### src/rtl/wt_dma_pkg.sv
package wt_dma_pkg;
  localparam int CB_REQ   = 0;
  localparam int CB_DIR   = 1;
  localparam int CB_WIDE  = 2;
  localparam int CB_TCIRQ = 5;
  localparam int CB_LOW16 = 6;
  localparam int CB_INV   = 7;

  typedef enum logic {MV_IDLE, MV_RUN} mv_state_e;
endpackage

### src/rtl/wt_dma_addr.sv
module wt_dma_addr #(
  parameter int START_W = 16,
  localparam int ADDR_W = START_W + 4
) (
  input  logic [START_W-1:0] start_i,
  input  logic [3:0]         rem_i,
  input  logic               wide_i,
  output logic [ADDR_W-1:0]  addr_o
);
  logic [ADDR_W-1:0] off, mid, bank;

  always_comb begin
    off = {start_i, rem_i};
    bank = '0;
    bank[ADDR_W-1:ADDR_W-2] = off[ADDR_W-1:ADDR_W-2];
    mid = '0;
    mid[ADDR_W-4:4] = off[ADDR_W-4:4];
    addr_o = wide_i ? (bank + (mid << 1)) : off;
  end
endmodule

### src/rtl/wt_dma_regs.sv
module wt_dma_regs
  import wt_dma_pkg::*;
#(
  parameter int START_W = 16,
  parameter int CNT_W   = 16,
  localparam int NB     = START_W / 8
) (
  input  logic               clk_i,
  input  logic               rst_ni,
  input  logic               wide_chan_i,
  input  logic               ctrl_wr_i,
  input  logic [7:0]         ctrl_wdata_i,
  input  logic               ctrl_rd_i,
  output logic [7:0]         ctrl_rdata_o,
  input  logic               start_wr_i,
  input  logic [NB-1:0]      start_be_i,
  input  logic [START_W-1:0] start_wdata_i,
  input  logic               adv_i,
  input  logic [CNT_W-1:0]   adv_count_i,
  input  logic               tc_fire_i,
  output logic [START_W-1:0] start_o,
  output logic [3:0]         rem_o,
  output logic               dir_o,
  output logic               inv_o,
  output logic               low16_o,
  output logic               dma_req_o,
  output logic               irq_o
);
  logic [7:0]         ctrl_q;
  logic [START_W-1:0] start_q;
  logic [3:0]         rem_q;
  logic               pend_q, req_q;
  logic               pend_set;

  assign pend_set = tc_fire_i & ctrl_q[CB_TCIRQ];

  always_ff @(posedge clk_i or negedge rst_ni) begin
    if (!rst_ni) begin
      ctrl_q <= '0;
      pend_q <= 1'b0;
      req_q  <= 1'b0;
    end else begin
      req_q  <= ctrl_wr_i & ctrl_wdata_i[CB_REQ];
      pend_q <= pend_set | (pend_q & ~ctrl_rd_i);
      if (ctrl_wr_i) begin
        ctrl_q <= ctrl_wdata_i;
      end else begin
        if (ctrl_rd_i) begin
          ctrl_q[CB_WIDE]  <= 1'b0;
          ctrl_q[CB_LOW16] <= 1'b0;
        end
        if (tc_fire_i) ctrl_q[CB_REQ] <= 1'b0;
      end
    end
  end

  always_ff @(posedge clk_i or negedge rst_ni) begin
    if (!rst_ni) begin
      start_q <= '0;
      rem_q   <= '0;
    end else begin
      if (adv_i) begin
        start_q <= start_q + START_W'(adv_count_i >> 4);
        rem_q   <= adv_count_i[3:0] + rem_q;
      end
      for (int k = 0; k < NB; k++)
        if (start_wr_i && start_be_i[k]) start_q[k*8 +: 8] <= start_wdata_i[k*8 +: 8];
    end
  end

  always_comb begin
    ctrl_rdata_o = '0;
    if (ctrl_rd_i) begin
      ctrl_rdata_o = ctrl_q;
      ctrl_rdata_o[CB_WIDE]  = ctrl_q[CB_WIDE] | wide_chan_i;
      ctrl_rdata_o[CB_LOW16] = ctrl_q[CB_LOW16] | pend_q;
    end
  end

  assign start_o   = start_q;
  assign rem_o     = rem_q;
  assign dir_o     = ctrl_q[CB_DIR];
  assign inv_o     = ctrl_q[CB_INV];
  assign low16_o   = ctrl_q[CB_LOW16];
  assign dma_req_o = req_q;
  assign irq_o     = pend_q;

  assert_tc_clears_req_R7: assert property (@(posedge clk_i) disable iff (!rst_ni)
    (tc_fire_i && !ctrl_wr_i) |=> !ctrl_q[CB_REQ]);
  assert_irq_source_R7: assert property (@(posedge clk_i) disable iff (!rst_ni)
    $rose(irq_o) |-> $past(tc_fire_i && ctrl_q[CB_TCIRQ]));
  assert_read_acks_R8: assert property (@(posedge clk_i) disable iff (!rst_ni)
    (ctrl_rd_i && !pend_set) |=> !irq_o);
  assert_req_pulse_R9: assert property (@(posedge clk_i) disable iff (!rst_ni)
    dma_req_o |-> $past(ctrl_wr_i && ctrl_wdata_i[CB_REQ]));
  assert_start_write_R10: assert property (@(posedge clk_i) disable iff (!rst_ni)
    (start_wr_i && start_be_i == '1) |=> start_q == $past(start_wdata_i));
endmodule

### src/rtl/wt_dma_mover.sv
module wt_dma_mover
  import wt_dma_pkg::*;
#(
  parameter int CNT_W  = 16,
  parameter int ADDR_W = 20
) (
  input  logic              clk_i,
  input  logic              rst_ni,
  input  logic              start_acc_i,
  input  logic [CNT_W-1:0]  count_i,
  input  logic              tc_i,
  input  logic              wide_i,
  input  logic [ADDR_W-1:0] base_i,
  input  logic              byte_stb_i,
  input  logic              dir_i,
  input  logic              inv_i,
  input  logic              low16_i,
  input  logic [7:0]        sys_data_i,
  input  logic [7:0]        mem_rdata_i,
  output logic              busy_o,
  output logic              tc_fire_o,
  output logic              mem_we_o,
  output logic [ADDR_W-1:0] mem_addr_o,
  output logic [7:0]        mem_wdata_o,
  output logic [7:0]        sys_data_o,
  output logic              sys_valid_o
);
  mv_state_e         state_q;
  logic [CNT_W:0]    left_q, total;
  logic [ADDR_W-1:0] addr_q;
  logic              lo_q, tc_q, wide_q;
  logic              run, step, last, flip;

  assign total = wide_i ? {count_i, 1'b0} : {1'b0, count_i};
  assign run   = (state_q == MV_RUN);
  assign step  = run & byte_stb_i;
  assign last  = step && (left_q == (CNT_W+1)'(1));

  always_ff @(posedge clk_i or negedge rst_ni) begin
    if (!rst_ni) begin
      state_q <= MV_IDLE;
      left_q  <= '0;
      addr_q  <= '0;
      lo_q    <= 1'b1;
      tc_q    <= 1'b0;
      wide_q  <= 1'b0;
    end else if (start_acc_i) begin
      addr_q  <= base_i;
      left_q  <= total;
      lo_q    <= 1'b1;
      tc_q    <= tc_i;
      wide_q  <= wide_i;
      state_q <= (total == '0) ? MV_IDLE : MV_RUN;
    end else if (step) begin
      addr_q <= addr_q + 1'b1;
      left_q <= left_q - 1'b1;
      lo_q   <= wide_q ? ~lo_q : 1'b1;
      if (last) state_q <= MV_IDLE;
    end
  end

  // low byte of a 16-bit sample (or any 8-bit byte) skips inversion when low16 set
  assign flip        = inv_i & ~dir_i & ~(low16_i & lo_q);
  assign tc_fire_o   = (start_acc_i & (total == '0) & tc_i) | (last & tc_q);
  assign busy_o      = run;
  assign mem_we_o    = step & ~dir_i;
  assign mem_addr_o  = addr_q;
  assign mem_wdata_o = sys_data_i ^ {flip, 7'b0};
  assign sys_valid_o = step & dir_i;
  assign sys_data_o  = mem_rdata_i;

  assert_stop_after_last_R4: assert property (@(posedge clk_i) disable iff (!rst_ni)
    last |=> !busy_o);
  assert_addr_step_R4: assert property (@(posedge clk_i) disable iff (!rst_ni)
    step |=> mem_addr_o == $past(mem_addr_o) + 1'b1);
  assert_hold_when_busy_R11: assert property (@(posedge clk_i) disable iff (!rst_ni)
    (busy_o && !byte_stb_i) |=> busy_o && $stable(mem_addr_o));
  assert_upload_no_write_R5: assert property (@(posedge clk_i) disable iff (!rst_ni)
    sys_valid_o |-> !mem_we_o);
endmodule

### src/rtl/wt_dma.sv
module wt_dma #(
  parameter int START_W = 16,
  parameter int CNT_W   = 16
) (
  input  logic                 clk_i,
  input  logic                 rst_ni,
  input  logic                 wide_chan_i,
  input  logic                 ctrl_wr_i,
  input  logic [7:0]           ctrl_wdata_i,
  input  logic                 ctrl_rd_i,
  output logic [7:0]           ctrl_rdata_o,
  input  logic                 start_wr_i,
  input  logic [START_W/8-1:0] start_be_i,
  input  logic [START_W-1:0]   start_wdata_i,
  output logic                 dma_req_o,
  input  logic                 xfer_start_i,
  input  logic [CNT_W-1:0]     xfer_count_i,
  input  logic                 xfer_tc_i,
  input  logic                 byte_stb_i,
  input  logic [7:0]           sys_data_i,
  output logic [7:0]           sys_data_o,
  output logic                 sys_valid_o,
  output logic                 mem_we_o,
  output logic [START_W+3:0]   mem_addr_o,
  output logic [7:0]           mem_wdata_o,
  input  logic [7:0]           mem_rdata_i,
  output logic                 busy_o,
  output logic                 irq_o
);
  localparam int ADDR_W = START_W + 4;

  logic [START_W-1:0] start_q;
  logic [3:0]         rem_q;
  logic [ADDR_W-1:0]  base;
  logic               dir, inv, low16, tc_fire, start_acc;

  assign start_acc = xfer_start_i & ~busy_o;

  wt_dma_regs #(.START_W(START_W), .CNT_W(CNT_W)) u_regs (
    .clk_i, .rst_ni, .wide_chan_i,
    .ctrl_wr_i, .ctrl_wdata_i, .ctrl_rd_i, .ctrl_rdata_o,
    .start_wr_i, .start_be_i, .start_wdata_i,
    .adv_i(start_acc), .adv_count_i(xfer_count_i), .tc_fire_i(tc_fire),
    .start_o(start_q), .rem_o(rem_q), .dir_o(dir), .inv_o(inv), .low16_o(low16),
    .dma_req_o, .irq_o
  );

  wt_dma_addr #(.START_W(START_W)) u_addr (
    .start_i(start_q), .rem_i(rem_q), .wide_i(wide_chan_i), .addr_o(base)
  );

  wt_dma_mover #(.CNT_W(CNT_W), .ADDR_W(ADDR_W)) u_mover (
    .clk_i, .rst_ni, .start_acc_i(start_acc), .count_i(xfer_count_i), .tc_i(xfer_tc_i),
    .wide_i(wide_chan_i), .base_i(base), .byte_stb_i, .dir_i(dir), .inv_i(inv),
    .low16_i(low16), .sys_data_i, .mem_rdata_i, .busy_o, .tc_fire_o(tc_fire),
    .mem_we_o, .mem_addr_o, .mem_wdata_o, .sys_data_o, .sys_valid_o
  );
endmodule

### config.mk
export PLATFORM = sky130hd
export DESIGN_NAME = wt_dma
export DESIGN_NICKNAME = d
export VERILOG_FILES = /design/src/rtl/wt_dma_pkg.sv /design/src/rtl/wt_dma_addr.sv /design/src/rtl/wt_dma_regs.sv /design/src/rtl/wt_dma_mover.sv /design/src/rtl/wt_dma.sv
export SDC_FILE = /design/constraint.sdc
export NUM_CORES = 1
export LEC_CHECK = 0
export BUFFER_PORTS_ARGS = -buffer_cell sky130_fd_sc_hd__buf_2
export CAP_MARGIN = 10
export CORE_UTILIZATION = 30
export DETAILED_ROUTE_END_ITERATION = 8
export SLEW_MARGIN = 5
export SYNTH_ARGS = -nofsm -noshare
export SYNTH_HDL_FRONTEND = slang
export SYNTH_HIERARCHICAL = 1
export SYNTH_SLANG_ARGS = --single-unit
### constraint.sdc
create_clock -name clk_i -period 2.1 [get_ports clk_i]
set_clock_uncertainty 0.05 [all_clocks]
set_input_delay 0.315 -clock clk_i [delete_from_list [all_inputs] [get_ports clk_i]]
set_output_delay 0.315 -clock clk_i [all_outputs]
set_load 0.005 [all_outputs]
==> summary.md, run 1 <==
| Metric | Value |
|---|---|
| # setup viols final | `1` |
| Mux share of post-synthesis cell area | `9.769%` |
| GRT Total Usage | `15.64%` |
| Via count | `4,205` |
| GR peak layer | `met1` |
| Int Pwr | `3.894 mW` |
| Max cap viols | `0` |
| NetSw | `2.275 mW` |
| Critical-path maximum fanout | `4` |
| Mapped Area | `0.005046 mm^2` |
| Main combinational cell family by area after synthesis | `simple AND/OR/NAND/NOR gates` |
| Critical path launch point type | `flop` |
| 1st-iter DRT viols | `252` |
| Cells on worst reg2reg path | `7` |
| Fin nets | `703` |
| Die W | `131.7 um` |
| Met1 Track Usage GR | `22.58%` |
| Critical path's slowest cell | `dfrtp_1` |
| Fin worst setup slack | `-5.390 ps` |
| Lkg Pwr | `2.509 nW` |
| I/O pin cnt | `116` |
| Vias in the first global route | `3,970` |
| Synth Instances | `536` |
| Seq cells post-synth | `71` |
| Via/cell ratio | `5.000` |
| Buf/Inv on CP | `0` |
| Max clock buf depth | `2` |
| Fmax achieved | `475.0 MHz` |
| Sequential share of the synthesized area | `35.23%` |
| Setup TNS | `-5.390 ps` |
| Wire length per cell | `15.64 um` |
| Syn Area/Cell | `9.414 um^2` |
| Starting density of the core | `30.54%` |
| Post-synth EDFFs | `0` |
| Cell with the most instances after synthesis | `dfrtp_1` |
| VDD IR max | `0.4129 mV` |
| Min Tclk post-route | `2105 ps` |
| Pwr/cell area | `1026 mW/mm^2` |
| Post-synth top flop | `dfrtp_1` |
| Number of routed nets with antenna violations | `0` |
| Fillcell total | `1,718` |
| Sw frac | `36.88%` |
| Synth Warn # | `6` |
| Worst EP required | `2280 ps` |
| Core Region | `0.01652 mm^2` |
| Synth Area in Simple Gates | `21.55%` |
| WHS Path Cells | `3` |
| First-pass GRT wire length | `21,070 um` |
| Max Slew Vio Count | `0` |
| Grt ovf | `0` |
| R2r setup slk | `-5 ps` |
| Syn Nets | `623` |
| Distinct cells, synth | `70` |
| Commonest cells in the netlist | `70 x dfrtp_1, 56 x nand2_1, 33 x o21ai_0` |
| Failing checks | `setup timing` |
| Nature of the critical path endpoint | `flop` |
| Slew @ Worst Pin | `491.7 ps` |
| Final Hold Vio Count | `0` |
| Worst slack at placement | `-111.7 ps` |
| Root buf cell | `clkbuf_16` |
| Cell breakdown of the critical path | `ha_2 -> fa_2 -> a21oi_2 -> o211a_1 -> o21ai_2 -> o311a_4 -> a311o_1` |
| Fin cells | `841` |
| Top cell family by delay on the critical path | `compound AO/OA/AOI/OAI gates` |
| # DRC | `0` |
| CTS tree | `done` |
| Clock transition at path regs | `60 ps` |
| CP max stage delay | `380 ps` |
| Clk_lat worst skew | `350 ps` |
| GP Congestion | `0.8317` |
| Adder-cell share of the synthesized area | `5.257%` |
| Site Rows | `47` |
| CTS Sinks | `71` |
| Met2 Use GR | `22.19%` |
| Final worst path period share | `100.3%` |
| Layout cells sized above 1 | `29.95%` |
| Post-synthesis xor/xnor area fraction | `6.075%` |
| Die ar. | `0.01734 mm^2` |
| Antenna violations before repair | `0` |
| Top-area cell type share of the netlist area | `34.71%` |
| Largest area contributor in the netlist | `dfrtp_1` |
| Largest cells by area after synthesis | `dfrtp_1 35%, mux2_2 4.9%, ha_1 4.5%` |
| P&R area growth vs syn | `19.14%` |
| Final WL | `13,150 um` |
| PortBufs | `85` |
| Dpl cells | `824` |
| Worst EP arrival | `2290 ps` |
| Seq pwr share | `37.9%` |
| # diodes | `0` |
| Crit path launch | `u_regs/start_o[0]` |
| Die H | `131.7 um` |
| Status | `finished with violations` |
| H-tree levels | `3` |
| Levels on crit path | `7` |
| Clock share of power | `26.1%` |
| Comb power frac | `36.0%` |
| GR Util met3 | `3.164%` |
| Worst r2r src | `u_regs/start_o[0]` |
| HP Class | `input pin to flop` |
| Largest net degree at the start of global routing | `72` |
| RSZ-0062 raised after global routing | `true` |
| Hold Startpoint | `start_wdata_i[15]` |
| Compound-Gate Fraction of Synth Area | `16.19%` |
| CTS Buf Count | `9` |
| Kind of critical path | `flop to flop` |
| Asr flop ratio synth | `100.0%` |
| Worst rel slew slack | `67.14%` |
| DPL Wire Length | `9655 um` |
| First drt pass iteration count | `4` |
## worst min-delay path, stage by stage
cell and delay, ps:
buf_2 70, nand2_1 40, o21ai_1 60
## state kept, by name, summed over array words and instances, names as in the netlist
signal and cells:
u_mover/tc_q 1, u_regs/rem_o 4, u_mover/mem_addr_o 20, u_mover/lo_q 1, u_mover/left_q 17, u_mover/wide_q 1, u_regs/start_o 16, u_mover/busy_o 1
u_regs/dma_req_o 1, u_regs/ctrl_q 8, u_regs/irq_o 1
## cell families after synthesis
group / after synthesis
adder cells (fa/ha/maj): 20
AO/OA/AOI/OAI: 124
AND/OR/NAND/NOR: 191
XOR/XNOR: 35
flip-flops: 71
multiplexers: 44
buffers and inverters: 51
## metrics by stage
stage          hold WS [ps]  area [um^2]  util [%]  power [mW]
5_1_grt               137.9         6012     36.38       6.592
3_5_place_dp          331.6         5693     34.45       4.567
2_1_floorplan        -30.59         5049         -       3.827
6_report              119.7         6012     36.38       6.169
3_3_place_gp          335.4         5693     34.45       4.525
4_1_cts               118.2         6011     36.37       6.216
## layer usage
metal | wire [um] | part of all wire (%) | vias to the layer above
met1 | 6768 | 51 | 1994
met3 | 635 | 4.8 | 22
met5 | 0 | 0 | -
li1 | - | - | 2083
met4 | 300 | 2.3 | 0
met2 | 5447 | 41 | 106
## what timing repair did
action,in CTS,in global routing
hold endpoints to repair,70,0
pin swaps,3,1
setup buffers,0,0
endpoints found under the setup margin,2,6
gates resized for setup,1,1
hold buffers,1,0
## power by group through the flow
stage	clock network (mW)	logic, mW	registers [mW]
final	1.61	2.22	2.34
after CTS	1.65	2.23	2.34
after global routing	1.69	2.48	2.42
after global placement	0	2.18	2.34
after detailed placement	0	2.21	2.36
after floorplan	0	1.55	2.27
## final cells by class
| class | count | area [um^2] | area share, % |
|---|---|---|---|
| sequential | 71 | 1779 | 29.59 |
| clock inverter | 7 | 80.08 | 1.332 |
| tap | 220 | 275.3 | 4.579 |
| timing repair buffer | 110 | 640.6 | 10.66 |
| clock buffer | 9 | 225.2 | 3.746 |
| multi-input combinational | 414 | 2974 | 49.47 |
| inverter | 10 | 37.54 | 0.6243 |
## cells in the final DEF (no fill, tap or decap), types with 8 or more instances in the layout
cell type  instances
a31oi_1            8
ha_1              17
buf_2             85
o21ai_0           33
nand2b_1           8
xor2_1            18
and2_1            11
clkbuf_16          9
nand2_1           56
nand3_1           13
nor4_1             9
o31a_1             8
inv_1              9
dfrtp_1           69
a21oi_1           30
xnor2_1           17
nor2_1            26
mux2_2            22
buf_4             22
mux2i_1           17
nor2b_1           10
## worst paths after layout
path	end
min	u_regs/start_o[15]
min reg2reg	u_regs/rem_o[3]
max reg2reg	u_regs/start_o[14]
min in group asynchronous	u_regs/start_o[11]
max	u_regs/start_o[14]
max in group asynchronous	u_mover/lo_q
No activity file was read; power rests on OpenSTA's default activity.
==> run 2: changes to the inputs <==
Settings changed: REMOVE_ABC_BUFFERS set to 1.
==> run 2 against run 1 <==
Effect of this change: the flow still finishes with violations (setup timing); sequential share of layout area fell by 0.28 points; worst hold slack improved by 19 ps; global-route usage fell by 0.12 points; register-to-register slack barely moved; sequential power barely moved; first-iteration DRC count fell by 48%; via count barely moved; wire length fell by 1.1%; clock power fell by 6%; flip-flop and latch count did not move; design area rose by 0.87%.
==> summary.md, run 2 (synthesized netlist as in run 1, its figures left out) <==
| Metric | Value |
|---|---|
| # DRC | `0 (unchanged)` |
| Commonest non-fill, non-tap cell in the layout | `buf_2` |
| Min Tclk post-route | `2117 ps (+11.85 ps)` |
| Max cap viols | `0 (unchanged)` |
| Nature of the critical path endpoint | `flop` |
| Layout cells sized above 1 | `30.46% (+0.51 points)` |
| CTS Sinks | `71 (unchanged)` |
| GP Congestion | `0.8335 (+0.22%)` |
| Worst rel slew slack | `58.09% (-9.1 points)` |
| Vias in the first global route | `3,928 (-1.1%)` |
| Starting density of the core | `30.54% (unchanged)` |
| Fmax achieved | `472.3 MHz (-0.56%)` |
| DPL Wire Length | `9839 um (+1.9%)` |
| Dpl cells | `830 (+0.73%)` |
| # diodes | `0 (unchanged)` |
| Site Rows | `47 (unchanged)` |
| Multi-input gate area | `0.002980 mm^2 (+0.21%)` |
| Via/cell ratio | `4.961 (-0.78%)` |
| Kind of critical path | `flop to flop` |
| CTS tree | `done` |
| Wire length per cell | `15.35 um (-1.8%)` |
| H-tree levels | `3 (unchanged)` |
| Grt ovf | `0 (unchanged)` |
| Status | `finished with violations` |
| First drt pass iteration count | `4 (unchanged)` |
| Most frequent cells in the layout | `85 x buf_2, 70 x dfrtp_1, 56 x nand2_1, 33 x o21ai_0, 30 x a21oi_1` |
| Slew @ Worst Pin | `628.7 ps (+137.0 ps)` |
| Largest net degree at the start of global routing | `70 (-2.8%)` |
| Max Slew Vio Count | `0 (unchanged)` |
| Clock transition at path regs | `60 ps (about the same)` |
| Die ar. | `0.01734 mm^2 (unchanged)` |
| Via count | `4,202 (-0.071%)` |
| Die W | `131.7 um (unchanged)` |
| CP max stage delay | `380 ps (about the same)` |
| I/O pin cnt | `116 (unchanged)` |
| Final WL | `13,000 um (-1.1%)` |
| Buf/Inv on CP | `0 (unchanged)` |
| Antenna violations before repair | `0 (unchanged)` |
| Clk_lat worst skew | `350 ps (about the same)` |
| Cell breakdown of the critical path | `ha_2 -> fa_2 -> a21oi_2 -> o211a_1 -> o21ai_2 -> o311a_4 -> a311o_1` |
| VDD IR max | `0.4325 mV (+4.7%)` |
| CTS Buf Count | `9 (unchanged)` |
| Fin nets | `710 (+1.0%)` |
| R2r setup slk | `-20 ps (about the same)` |
| RSZ-0062 raised after global routing | `true` |
| Core Region | `0.01652 mm^2 (unchanged)` |
| Failing checks | `setup timing` |
| Lkg Pwr | `2.539 nW (+1.2%)` |
| 1st-iter DRT viols | `132 (-48%)` |
| Fillcell total | `1,701 (-0.99%)` |
| HP Class | `input pin to flop` |
| First-pass GRT wire length | `21,200 um (+0.62%)` |
| Fin cells | `847 (+0.71%)` |
| Final Hold Vio Count | `0 (unchanged)` |
| Max clock buf depth | `2 (unchanged)` |
| Worst EP required | `2270 ps (about the same)` |
| # setup viols final | `1 (unchanged)` |
| Critical-path maximum fanout | `4 (unchanged)` |
| Top cell family by delay on the critical path | `compound AO/OA/AOI/OAI gates` |
| Max FFs per register | `20 (unchanged)` |
| Cell area after layout | `0.006065 mm^2 (+0.87%)` |
| Placed cell area | `0.005748 mm^2 (+0.97%)` |
| Die H | `131.7 um (unchanged)` |
| PortBufs | `85 (unchanged)` |
| Critical path launch point type | `flop` |
| Final worst path period share | `100.8% (+0.56 points)` |
| Root buf cell | `clkbuf_16` |
| P&R area growth vs syn | `20.18%` |
| Pwr/cell area | `1007 mW/mm^2 (-1.9%)` |
| Fin worst setup slack | `-17.24 ps (-11.85 ps)` |
| Register Area | `0.001778 mm^2 (about the same)` |
| Worst EP arrival | `2290 ps (about the same)` |
| GRT Total Usage | `15.52% (-0.12 points)` |
| Critical path's slowest cell | `dfrtp_1` |
| Number of routed nets with antenna violations | `0 (unchanged)` |
-- run 2: cell count changes in the layout (fill, tap and decap cells not counted) --
| cell | change |
|---|---|
| inv_6 | -1 |
| nor4_2 | +1 |
| buf_12 | +1 |
| nor4_1 | -1 |
| clkbuf_1 | +1 |
| dfrtp_2 | -1 |
| dfrtp_1 | +1 |
| clkinv_4 | -2 |
| buf_4 | +6 |
| clkinv_2 | +1 |
-- run 2: where the power goes --
group	switching, mW	total (mW)	internal (mW)
Combinational	1.10	2.26	1.16
Sequential	0.498	2.33	1.83
Clock	0.604	1.52	0.915
Total	2.20	6.11	3.91
-- run 2: repair_timing --
| action | CTS | global route |
|---|---|---|
| endpoints found under the hold margin | 21 | 0 |
| setup buffers | 1 | 0 |
| setup endpoints to repair | 3 | 9 |
| gates cloned | 0 | 0 |
| hold buffers | 1 | 0 |
| pin swaps | 2 | 3 |
| resized for setup | 2 | 1 |
-- run 2: stage by stage --
step / setup WS [ps] / power, mW / util [%] / hold slack [ps] / setup TNS (ps)
after floorplan: -687.7 / 3.743 / - / -30.59 / -9077
after global placement: -159.7 / 4.569 / 34.78 / 311.6 / -364.5
after detailed placement: -207.2 / 4.595 / 34.78 / 310.1 / -509.6
after CTS: -33.39 / 6.174 / 36.66 / 126.8 / -46.34
after global routing: -88.15 / 6.554 / 36.70 / 136.9 / -317.4
final: -17.24 / 6.108 / 36.70 / 138.2 / -17.24
-- run 2: final cells by class --
cell class | count | share of cell area [%]
Multi-Input combinational cell | 414 | 49.14
Sequential cell | 71 | 29.32
Timing Repair Buffer | 117 | 11.64
Tap cell | 220 | 4.539
Clock buffer | 10 | 3.776
Clock inverter | 5 | 0.9697
Inverter | 10 | 0.6189
-- run 2: per-layer routing --
metal	wire length, um	track usage, %	vias up
met4	110	4.845	0
met2	6039	24.04	102
met3	628	3.819	7
met1	6226	21.15	1985
li1	-	-	2108
met5	0	0	-
-- run 2: worst min-delay path: stages --
cell and delay (ps):
buf_2 70, nand2_1 40, o21ai_0 60
-- run 2: path summary, 6_finish.rpt --
kind                                   startpoint                  to  cells after the start
min in group asynchronous                  rst_ni   u_mover/left_q[4]                      2
worst max-delay path            u_regs/start_o[0]  u_regs/start_o[14]                      7
max in group asynchronous                  rst_ni   u_regs/start_o[7]                      3
worst max register to register  u_regs/start_o[0]  u_regs/start_o[14]                      7
worst min-delay path              ctrl_wdata_i[6]    u_regs/ctrl_q[6]                      3
worst min register to register    u_regs/rem_o[3]     u_regs/rem_o[3]                      1
